File: src/rtl/pwm_carrier_pkg.sv
// Package: shared constants, the strap layout and the rate-code decode
// for the carrier generator. Assumes a 48 MHz reference clock.
package pwm_carrier_pkg;

    localparam int unsigned CODE_W   = 3;
    localparam int unsigned GAIN_W   = 2;
    localparam int unsigned DIV_400K = 120;
    localparam int unsigned DIV_500K = 96;
    localparam int unsigned DIV_600K = 80;
    localparam int unsigned DIV_1M   = 48;
    localparam int unsigned DIV_1M2  = 40;
    localparam int unsigned MAX_DIV  = DIV_400K;
    localparam int unsigned CNT_W    = $clog2(MAX_DIV);
    localparam int unsigned AGE_W    = $clog2(2 * MAX_DIV + 1);

    typedef struct packed {
        logic              slave;
        logic [GAIN_W-1:0] gain;
    } strap_t;

    // Map a rate code to its period length in reference cycles.
    function automatic logic [CNT_W-1:0] code_to_div(input logic [CODE_W-1:0] code);
        case (code)
            3'd0:    return CNT_W'(DIV_400K);
            3'd1:    return CNT_W'(DIV_500K);
            3'd2:    return CNT_W'(DIV_600K);
            3'd3:    return CNT_W'(DIV_1M);
            3'd4:    return CNT_W'(DIV_1M2);
            default: return CNT_W'(DIV_400K);
        endcase
    endfunction

    // True for codes that have no rate assigned.
    function automatic logic code_reserved(input logic [CODE_W-1:0] code);
        return code > 3'd4;
    endfunction

endpackage

File: src/rtl/pwm_strap_latch.sv
// Captures the mode/gain strap once, on the first high cycle of startup_done,
// and holds it until reset. Assumes the strap is a settled level at that time.
module pwm_strap_latch
    import pwm_carrier_pkg::*;
(
    input  logic              clk,
    input  logic              rst_n,
    input  logic              startup_done,
    input  logic [CODE_W-1:0] strap_code,
    output logic              locked,
    output strap_t            strap_q
);

    // One-time capture of the strap; later inputs are ignored.
    always_ff @(posedge clk) begin
        if (!rst_n) begin
            locked  <= 1'b0;
            strap_q <= '0;
        end else if (!locked && startup_done) begin
            locked  <= 1'b1;
            strap_q <= strap_t'(strap_code);
        end
    end

    p_mode_frozen_r2: assert property (@(posedge clk) disable iff (!rst_n)
        locked |=> (locked && $stable(strap_q)))
        else $error("R2: latched strap changed after capture");

endmodule

File: src/rtl/pwm_sync_edge.sv
// Brings the asynchronous sync clock into the reference domain through a
// STAGES-deep flop chain and flags its rising edge for one cycle.
module pwm_sync_edge #(
    parameter int unsigned STAGES = 2
) (
    input  logic clk,
    input  logic rst_n,
    input  logic sync_in,
    output logic rise
);

    logic [STAGES:0] chain;

    // Shift chain: STAGES synchronizer flops plus one history flop.
    always_ff @(posedge clk) begin
        if (!rst_n) chain <= '0;
        else        chain <= {chain[STAGES-1:0], sync_in};
    end

    assign rise = chain[STAGES-1] & ~chain[STAGES];

    p_rise_single_r7: assert property (@(posedge clk) disable iff (!rst_n)
        rise |=> !rise)
        else $error("R7: edge pulse wider than one cycle");

endmodule

File: src/rtl/pwm_carrier_counter.sv
// Ramp counter with per-period rate loading, slave restart and sync-loss
// timer. Assumes run stays high once set until reset.
module pwm_carrier_counter
    import pwm_carrier_pkg::*;
(
    input  logic              clk,
    input  logic              rst_n,
    input  logic              run,
    input  logic              slave,
    input  logic [CODE_W-1:0] freq_sel,
    input  logic              rise,
    output logic [CNT_W-1:0]  cnt,
    output logic [CNT_W-1:0]  div,
    output logic              active,
    output logic              period_start,
    output logic              cfg_err,
    output logic              sync_lost
);

    logic [AGE_W-1:0] age;
    logic [AGE_W-1:0] lost_lim;
    logic             wrap;
    logic             restart;
    logic             load;
    logic [AGE_W-1:0] age_inc;

    assign lost_lim = AGE_W'(div) << 1;
    assign wrap     = (cnt == div - CNT_W'(1));
    assign restart  = slave && rise;
    assign load     = !active || restart || wrap;
    assign age_inc  = (age >= lost_lim) ? age : age + AGE_W'(1);

    // Ramp, period length, error flag and edge-age registers.
    always_ff @(posedge clk) begin
        if (!rst_n) begin
            cnt     <= '0;
            div     <= CNT_W'(DIV_400K);
            active  <= 1'b0;
            cfg_err <= 1'b0;
            age     <= '0;
        end else if (run) begin
            active <= 1'b1;
            if (load) begin
                cnt     <= '0;
                div     <= code_to_div(freq_sel);
                cfg_err <= cfg_err | code_reserved(freq_sel);
            end else begin
                cnt <= cnt + CNT_W'(1);
            end
            age <= (!active || restart) ? '0 : age_inc;
        end
    end

    assign period_start = active && (cnt == '0);
    assign sync_lost    = active && slave && (age >= lost_lim);

    p_cnt_in_range_r3: assert property (@(posedge clk) disable iff (!rst_n)
        cnt < div)
        else $error("R3: ramp count reached period length");

    p_cfg_sticky_r4: assert property (@(posedge clk) disable iff (!rst_n)
        cfg_err |=> cfg_err)
        else $error("R4: config error flag cleared");

    p_restart_r7: assert property (@(posedge clk) disable iff (!rst_n)
        (active && run && restart) |=> (cnt == '0))
        else $error("R7: ramp not restarted by sync edge");

    p_lost_clear_r8: assert property (@(posedge clk) disable iff (!rst_n)
        (active && run && restart) |=> !sync_lost)
        else $error("R8: sync_lost held after edge");

    p_idle_r9: assert property (@(posedge clk) disable iff (!rst_n)
        !run |-> (cnt == '0 && !period_start))
        else $error("R9: carrier moving before capture");

endmodule

File: src/rtl/pwm_carrier_gen.sv
// Top: selectable carrier generator. Latches the strap, runs the ramp as
// master (driving sync_out) or slave (following sync_in).
// Assumes clk is the 48 MHz reference and reset precedes startup_done.
module pwm_carrier_gen
    import pwm_carrier_pkg::*;
#(
    parameter int unsigned SYNC_STAGES = 2
) (
    input  logic              clk,
    input  logic              rst_n,
    input  logic              startup_done,
    input  logic [CODE_W-1:0] strap_code,
    input  logic [CODE_W-1:0] freq_sel,
    input  logic              sync_in,
    output logic              sync_out,
    output logic              sync_drive,
    output logic [CNT_W-1:0]  ramp_cnt,
    output logic              period_start,
    output logic              locked,
    output logic              is_slave,
    output logic [GAIN_W-1:0] gain_idx,
    output logic              cfg_err,
    output logic              sync_lost
);

    strap_t           strap_q;
    logic             rise;
    logic             active;
    logic [CNT_W-1:0] div;

    pwm_strap_latch u_strap (
        .clk          (clk),
        .rst_n        (rst_n),
        .startup_done (startup_done),
        .strap_code   (strap_code),
        .locked       (locked),
        .strap_q      (strap_q)
    );

    pwm_sync_edge #(.STAGES(SYNC_STAGES)) u_edge (
        .clk     (clk),
        .rst_n   (rst_n),
        .sync_in (sync_in),
        .rise    (rise)
    );

    pwm_carrier_counter u_cnt (
        .clk          (clk),
        .rst_n        (rst_n),
        .run          (locked),
        .slave        (strap_q.slave),
        .freq_sel     (freq_sel),
        .rise         (rise),
        .cnt          (ramp_cnt),
        .div          (div),
        .active       (active),
        .period_start (period_start),
        .cfg_err      (cfg_err),
        .sync_lost    (sync_lost)
    );

    assign is_slave   = strap_q.slave;
    assign gain_idx   = strap_q.gain;
    assign sync_drive = locked && !strap_q.slave;
    assign sync_out   = sync_drive && active && (ramp_cnt < (div >> 1));

    p_slave_quiet_r7: assert property (@(posedge clk) disable iff (!rst_n)
        (locked && is_slave) |-> (!sync_drive && !sync_out))
        else $error("R7: slave driving sync line");

    p_sync_half_r6: assert property (@(posedge clk) disable iff (!rst_n)
        (sync_drive && period_start) |-> sync_out)
        else $error("R6: sync low at period start");

endmodule

File: config.mk
export PLATFORM = sky130hd
export DESIGN_NAME = pwm_carrier_gen
export DESIGN_NICKNAME = d
export VERILOG_FILES = /design/src/rtl/pwm_carrier_pkg.sv /design/src/rtl/pwm_strap_latch.sv /design/src/rtl/pwm_sync_edge.sv /design/src/rtl/pwm_carrier_counter.sv /design/src/rtl/pwm_carrier_gen.sv
export SDC_FILE = /design/constraint.sdc
export NUM_CORES = 1
export LEC_CHECK = 0
export ABC_AREA = 1
export BUFFER_PORTS_ARGS = -buffer_cell sky130_fd_sc_hd__buf_2
export CORE_UTILIZATION = 61
export CTS_BUF_LIST = sky130_fd_sc_hd__clkbuf_4 sky130_fd_sc_hd__clkbuf_8 sky130_fd_sc_hd__clkbuf_16
export DETAILED_ROUTE_END_ITERATION = 8
export GPL_TIMING_DRIVEN = 0
export PLACE_DENSITY_LB_ADDON = 0.2
export SLEW_MARGIN = 0
export SYNTH_ARGS = -nofsm -noshare
export SYNTH_HDL_FRONTEND = slang
export SYNTH_HIERARCHICAL = 1
export SYNTH_SLANG_ARGS = --single-unit
File: constraint.sdc
create_clock -name clk -period 4.8 [get_ports clk]
set_clock_uncertainty 0.2 [all_clocks]
set_input_delay 0.48 -clock clk [delete_from_list [all_inputs] [get_ports clk]]
set_output_delay 0.48 -clock clk [all_outputs]
set_load 0.01 [all_outputs]
==> impl_metrics.tcl, run 1 <==
set metrics [dict create \
    place.port_buffers 25 \
    first_iter_violations 76 \
    synthCells 270 \
    nFillCells 251 \
    grt_pass1_vias 1533 \
    hold_viol_final 0 \
    place_area_mm2 0.001966 \
    cp_cell_sequence "inv_1 > ha_1 > nand2_1 > inv_1 > nand3_1 > nor2_1 > nor2_4 > nor2_1 > buf_2" \
    die_h_um 56.29 \
    remaining_drc_errors 0 \
    floorplan.initialDensity_pct 64.64 \
    dieWidth_um 56.29 \
    htree_levels 1 \
    cts-root-buf "clkbuf_4" \
    cts_resized 0 \
    grt_usage_pct 25.12 \
    crit_type "reg -> out" \
    drive_above_1_share_pct 16.67 \
    antenna_cells 0 \
    cts_sinks 28 \
    setup_tns_ps 0 \
    setup_viol 0 \
    worstPathArrival_ps 1860 \
    postLayoutCellArea_mm2 0.002018 \
    slowest_stage "dfxtp_1" \
    clkTransAtPathRegs_ps 150 \
    fin_util_pct 72.56 \
    wl_per_cell_um 11.02 \
    slowest_delay_ps 440 \
    grt_pass1_wl_um 6368 \
    synth-warning-count 6 \
    antenna_found_initial 0 \
    nets 325 \
    cp.required_ps 4120 \
    cts_tree "yes" \
    cap_violations 0 \
    relSlewSlack_pct 63.59 \
    rsz0062_at_grt "no" \
    cp_max_fo 5 \
    firstDrtPassIters 4 \
    grt_max_degree 17 \
    power.leakage_nw 1.060 \
    gp_congestion 0.8274 \
    hpwl_um 2825 \
    syn_area_mm2 0.001798 \
    wirelength_um 3649 \
    critPathLaunchType "register" \
    core_mm2 0.002781 \
    vias_per_cell 5.118 \
    holdBufCountCts 0 \
    area_delta_synth_final_pct 12.25 \
    mostFrequentLayoutCells "nand2_1, inv_1, nand3_1, nor2_1, dfxtp_1" \
    hold_class "in -> reg" \
    die-area_mm2 0.003169 \
    numCtsBuffers 3 \
    row_count 19 \
    ant_nets 0 \
    syn_area_per_cell_um2 6.659 \
    status "finished clean" \
    period_needed_ps 2539 \
    peakVddDrop_mv 0.2319 \
    whs_ps 126.9 \
    max_freq_mhz 393.8 \
    vias 1694 \
    cp-end-kind "primary output" \
    slew_viol_final 0 \
    final_common_cell "nand2_1" \
    clk_path_buf_depth 2 \
    ios 26 \
    tightest_slew_ps 545.4 \
    seq_area_um2 560.5 \
    gr-total-overflow 0 \
    clock_latency_ps 330 \
    postCtsSetupRepairBufs 0 \
    powerDensity_mw_per_mm2 243.6 \
    multi_input_area_mm2 0.001026 \
    fin_crit_sh_pct 52.90 \
]
## routing by layer
layer | up-vias | routed length [um] | global-route usage (%)
met3 | 4 | 155 | 2.074
met5 | - | 0 | 0
met1 | 749 | 1779 | 33.82
met4 | 0 | 44 | 8.711
met2 | 35 | 1669 | 42.35
li1 | 906 | - | -
## stage by stage
| step | total power, mW | instances | setup slack [ps] |
|---|---|---|---|
| 2_1_floorplan | 0.3162 | 271 | 2878 |
| 3_3_place_gp | 0.3403 | 327 | 2703 |
| 3_5_place_dp | 0.3434 | 327 | 2650 |
| 4_1_cts | 0.4954 | 331 | 2256 |
| 5_1_grt | 0.5177 | 331 | 2131 |
| 6_report | 0.4916 | 331 | 2261 |
## worst max-delay path: cells and delay by family (launching register included)
kind                       cells  cell delay, ps
buffers and inverters          3             300
adders and majority gates      1             280
DFF                            1             440
and+or+nand+nor                5             510
## sequential cells by signal (all words and copies together) (netlist names)
register         cells
u_cnt/cnt            7
u_cnt/cfg_err        1
u_strap/locked       1
u_cnt/div            4
u_edge/chain         3
u_strap/strap_q      3
u_cnt/active         1
u_cnt/age            8
## path summary, 6_finish.rpt
path	from	endpoint	slack (ps)	cells after the start
worst max-delay path	u_cnt/div[5]$_SDFFE_PN1P_	sync_lost	2260	9
worst min-delay path	sync_in	u_edge/chain[0]$_SDFF_PN0_	130	3
worst max register to register	u_cnt/div[5]$_SDFFE_PN1P_	u_cnt/age[1]$_SDFFE_PN0P_	2800	11
worst min register to register	u_edge/chain[0]$_SDFF_PN0_	u_edge/chain[1]$_SDFF_PN0_	230	2
## layout make-up
| type | count | share of cell area (%) |
|---|---|---|
| tap | 31 | 1.922 |
| clock inverter | 1 | 1.488 |
| clock buffer | 3 | 1.116 |
| buffer | 3 | 0.9919 |
| multi-input combinational | 188 | 50.84 |
| sequential | 28 | 27.77 |
| inverter | 52 | 9.671 |
| timing repair buffer | 25 | 6.200 |
## power breakdown
part	total (mW)	switching, mW	internal (mW)
registers	0.256	0.0130	0.243
clock network	0.153	0.0684	0.0845
logic	0.0827	0.0517	0.0309
total	0.492	0.133	0.358
No activity file was read; power rests on OpenSTA's default activity.
==> run 2, diff against run 1 <==
--- a/config.mk
+++ b/config.mk
@@ -7,7 +7,7 @@
 export LEC_CHECK = 0
 export ABC_AREA = 1
 export BUFFER_PORTS_ARGS = -buffer_cell sky130_fd_sc_hd__buf_2
-export CORE_UTILIZATION = 61
+export CORE_UTILIZATION = 51
 export CTS_BUF_LIST = sky130_fd_sc_hd__clkbuf_4 sky130_fd_sc_hd__clkbuf_8 sky130_fd_sc_hd__clkbuf_16
 export DETAILED_ROUTE_END_ITERATION = 8
 export GPL_TIMING_DRIVEN = 0
==> constraint.sdc (replaced) <==
create_clock -name clk -period 2.3 [get_ports clk]
set_clock_uncertainty 0.2 [all_clocks]
set_input_delay 0.23 -clock clk [delete_from_list [all_inputs] [get_ports clk]]
set_output_delay 0.23 -clock clk [all_outputs]
set_load 0.01 [all_outputs]
==> run 2 against run 1 <==
  * Global-route usage fell by 2.9 points
  * Design area rose by 4.8%
  * Total power rose by 97%
  * Core utilization fell by 9.7 points
  * Sequential share of layout area fell by 0.73 points
  * Non-clock buffer count rose by 7
  * Final cell count rose by 6.6%
  * Critical path type unchanged
==> impl_metrics.tcl, run 2 (synthesis results as in run 1) <==
set metrics [dict create \
    status "finished clean" \
    powerDensity_mw_per_mm2 458.3 \
    critPathLaunchType "register" \
    vias 1703 \
    worstPathArrival_ps 1740 \
    cp-startpoint "u_cnt/div[6]$_SDFFE_PN1P_" \
    ios 26 \
    slew_viol_final 0 \
    path_delay_family "simple AND/OR/NAND/NOR gates" \
    first_iter_violations 75 \
    hpwl_um 2721 \
    r2r_cells 10 \
    dpl_worst_slack_ps 323.2 \
    wl_met1_um 1810 \
    remaining_drc_errors 0 \
    dieWidth_um 61.38 \
    cp.required_ps 1870 \
    clkTransAtPathRegs_ps 160 \
    path_depth 9 \
    place.port_buffers 25 \
    clock_latency_ps 350 \
    cts-root-buf "clkbuf_4" \
    drive_above_1_share_pct 18.24 \
    cp_max_fo 4 \
    fin_util_pct 62.87 \
    die-area_mm2 0.003767 \
    final_common_cell "nand2_1" \
    die_h_um 61.38 \
    cts_sinks 28 \
    row_count 21 \
    met2WireLength_um 1708 \
    slowest_stage "dfxtp_4" \
    cap_violations 0 \
    relSlewSlack_pct 62.81 \
    top_register "u_cnt/age" \
    worstHoldStart "freq_sel[0]" \
    rsz0062_at_grt "no" \
    mostFrequentLayoutCells "nand2_1, inv_1, nand3_1, nor2_1, buf_2" \
    hold_viol_final 0 \
    period_needed_ps 2165 \
    grt_max_degree 16 \
    setup_viol 0 \
    cts_tree "yes" \
    r2r_end "u_cnt/cnt[1]$_SDFFE_PN0P_" \
    numCtsBuffers 3 \
    reg2reg_setup_slack_ps 280 \
    rr_startpoint "u_cnt/div[3]$_SDFFE_PN1P_" \
    cp-end-kind "primary output" \
    gp_congestion 0.8481 \
    floorplan.initialDensity_pct 53.46 \
    core_mm2 0.003363 \
    grt_pass1_vias 1498 \
    cp_common_cell "inv_1" \
    top_layer_used "met4" \
    power.leakage_nw 1.080 \
    gr-total-overflow 0 \
    cp.buffers_inverters 3 \
    crit_type "reg -> out" \
    clk_path_buf_depth 2 \
    wirelength_um 3703 \
    dr_wl_met3_um 121 \
    hold_class "in -> reg" \
    tightest_slew_ps 557.1 \
    setup_tns_ps 0 \
    firstDrtPassIters 4 \
    nets 332 \
    antenna_cells 0 \
    fin_ws_ps 134.7 \
    peakVddDrop_mv 0.3045 \
    largest_reg_flops 8 \
    reg_top3 "u_cnt/age (8), u_cnt/cnt (7), u_cnt/div (4)" \
    wl_per_cell_um 10.49 \
    cp_cell_sequence "inv_1 > ha_4 > nand2_1 > inv_1 > nand3_1 > nor2_2 > nor2_4 > nor2_1 > buf_2" \
    slowest_delay_ps 400 \
    area_delta_synth_final_pct 17.61 \
    fin_crit_sh_pct 94.15 \
    htree_levels 1 \
    grt_pass1_wl_um 6113 \
    ant_nets 0 \
    endpoint "sync_lost" \
    antenna_found_initial 0 \
    max_freq_mhz 461.8 \
    vias_per_cell 4.824 \
    grt_usage_pct 22.20 \
]
[run 2: cell types whose count changed in the layout (fill, tap and decap cells not counted)]
cell	previous run	this run
buf_4	2	3
bufinv_16	1	0
clkbuf_8	0	1
dfxtp_1	28	25
dfxtp_4	0	3
dlygate4sd3_1	0	6
ha_1	14	13
ha_4	0	1
nor2_1	31	30
nor2_2	2	3
[run 2: worst min path at each step]
stage | endpoint | slack, ps | depth (start not counted)
2_1_floorplan | u_cnt/div[6]$_SDFFE_PN1P_ | 110 | 1
3_3_place_gp | u_edge/chain[1]$_SDFF_PN0_ | 190 | 2
3_5_place_dp | u_edge/chain[2]$_SDFF_PN0_ | 230 | 2
4_1_cts | u_cnt/div[6]$_SDFFE_PN1P_ | 20 | 4
5_1_grt | u_cnt/div[6]$_SDFFE_PN1P_ | 60 | 4
6_report | u_cnt/div[6]$_SDFFE_PN1P_ | 20 | 4
[run 2: layer usage]
metal | track usage (%) | vias to the layer above
met5 | 0 | -
met4 | 9.841 | 0
li1 | - | 920
met2 | 37.27 | 34
met3 | 3.571 | 5
met1 | 28.17 | 744
[run 2: area by class of cell]
type | count | area (um2)
Fill cell | 340 | 1249
Multi-Input combinational cell | 188 | 1041
Sequential cell | 28 | 571.8
Inverter | 52 | 195.2
Timing Repair Buffer | 32 | 192.7
Tap cell | 46 | 57.56
Clock buffer | 4 | 36.28
Buffer | 3 | 20.02
[run 2: tightest hold or removal path, delay by kind of cell]
kind | cells | cell delay [ps]
AO/OA/AOI/OAI | 1 | 80
AND/OR/NAND/NOR | 2 | 140
buffers and inverters | 1 | 100
[run 2: report_power, final]
part	internal [mW]	switching, mW
sequential	0.507	0.0270
combinational	0.0735	0.109
clock	0.0974	0.155
total	0.678	0.291
[run 2: timing repair]
| action | in CTS | in global routing |
|---|---|---|
| hold endpoints to repair | 9 | 0 |
| resized for setup | 1 | 7 |
| gates cloned | 0 | 0 |
| setup endpoints to repair | 1 | 1 |
| buffers inserted | 0 | 1 |
| hold buffers | 6 | 0 |
| pin swaps | 0 | 1 |
[run 2: per-stage QoR]
step / instances / hold slack (ps) / cell area, um2 / power (mW)
finish: 353 / 17.06 / 2115 / 0.9690
global route: 353 / 55.61 / 2115 / 1.022
CTS: 352 / 17.56 / 2082 / 0.9729
detailed placement: 342 / 226.4 / 1984 / 0.7155
global placement: 342 / 192.4 / 1984 / 0.7129
floorplan: 271 / 114.1 / 1802 / 0.6600
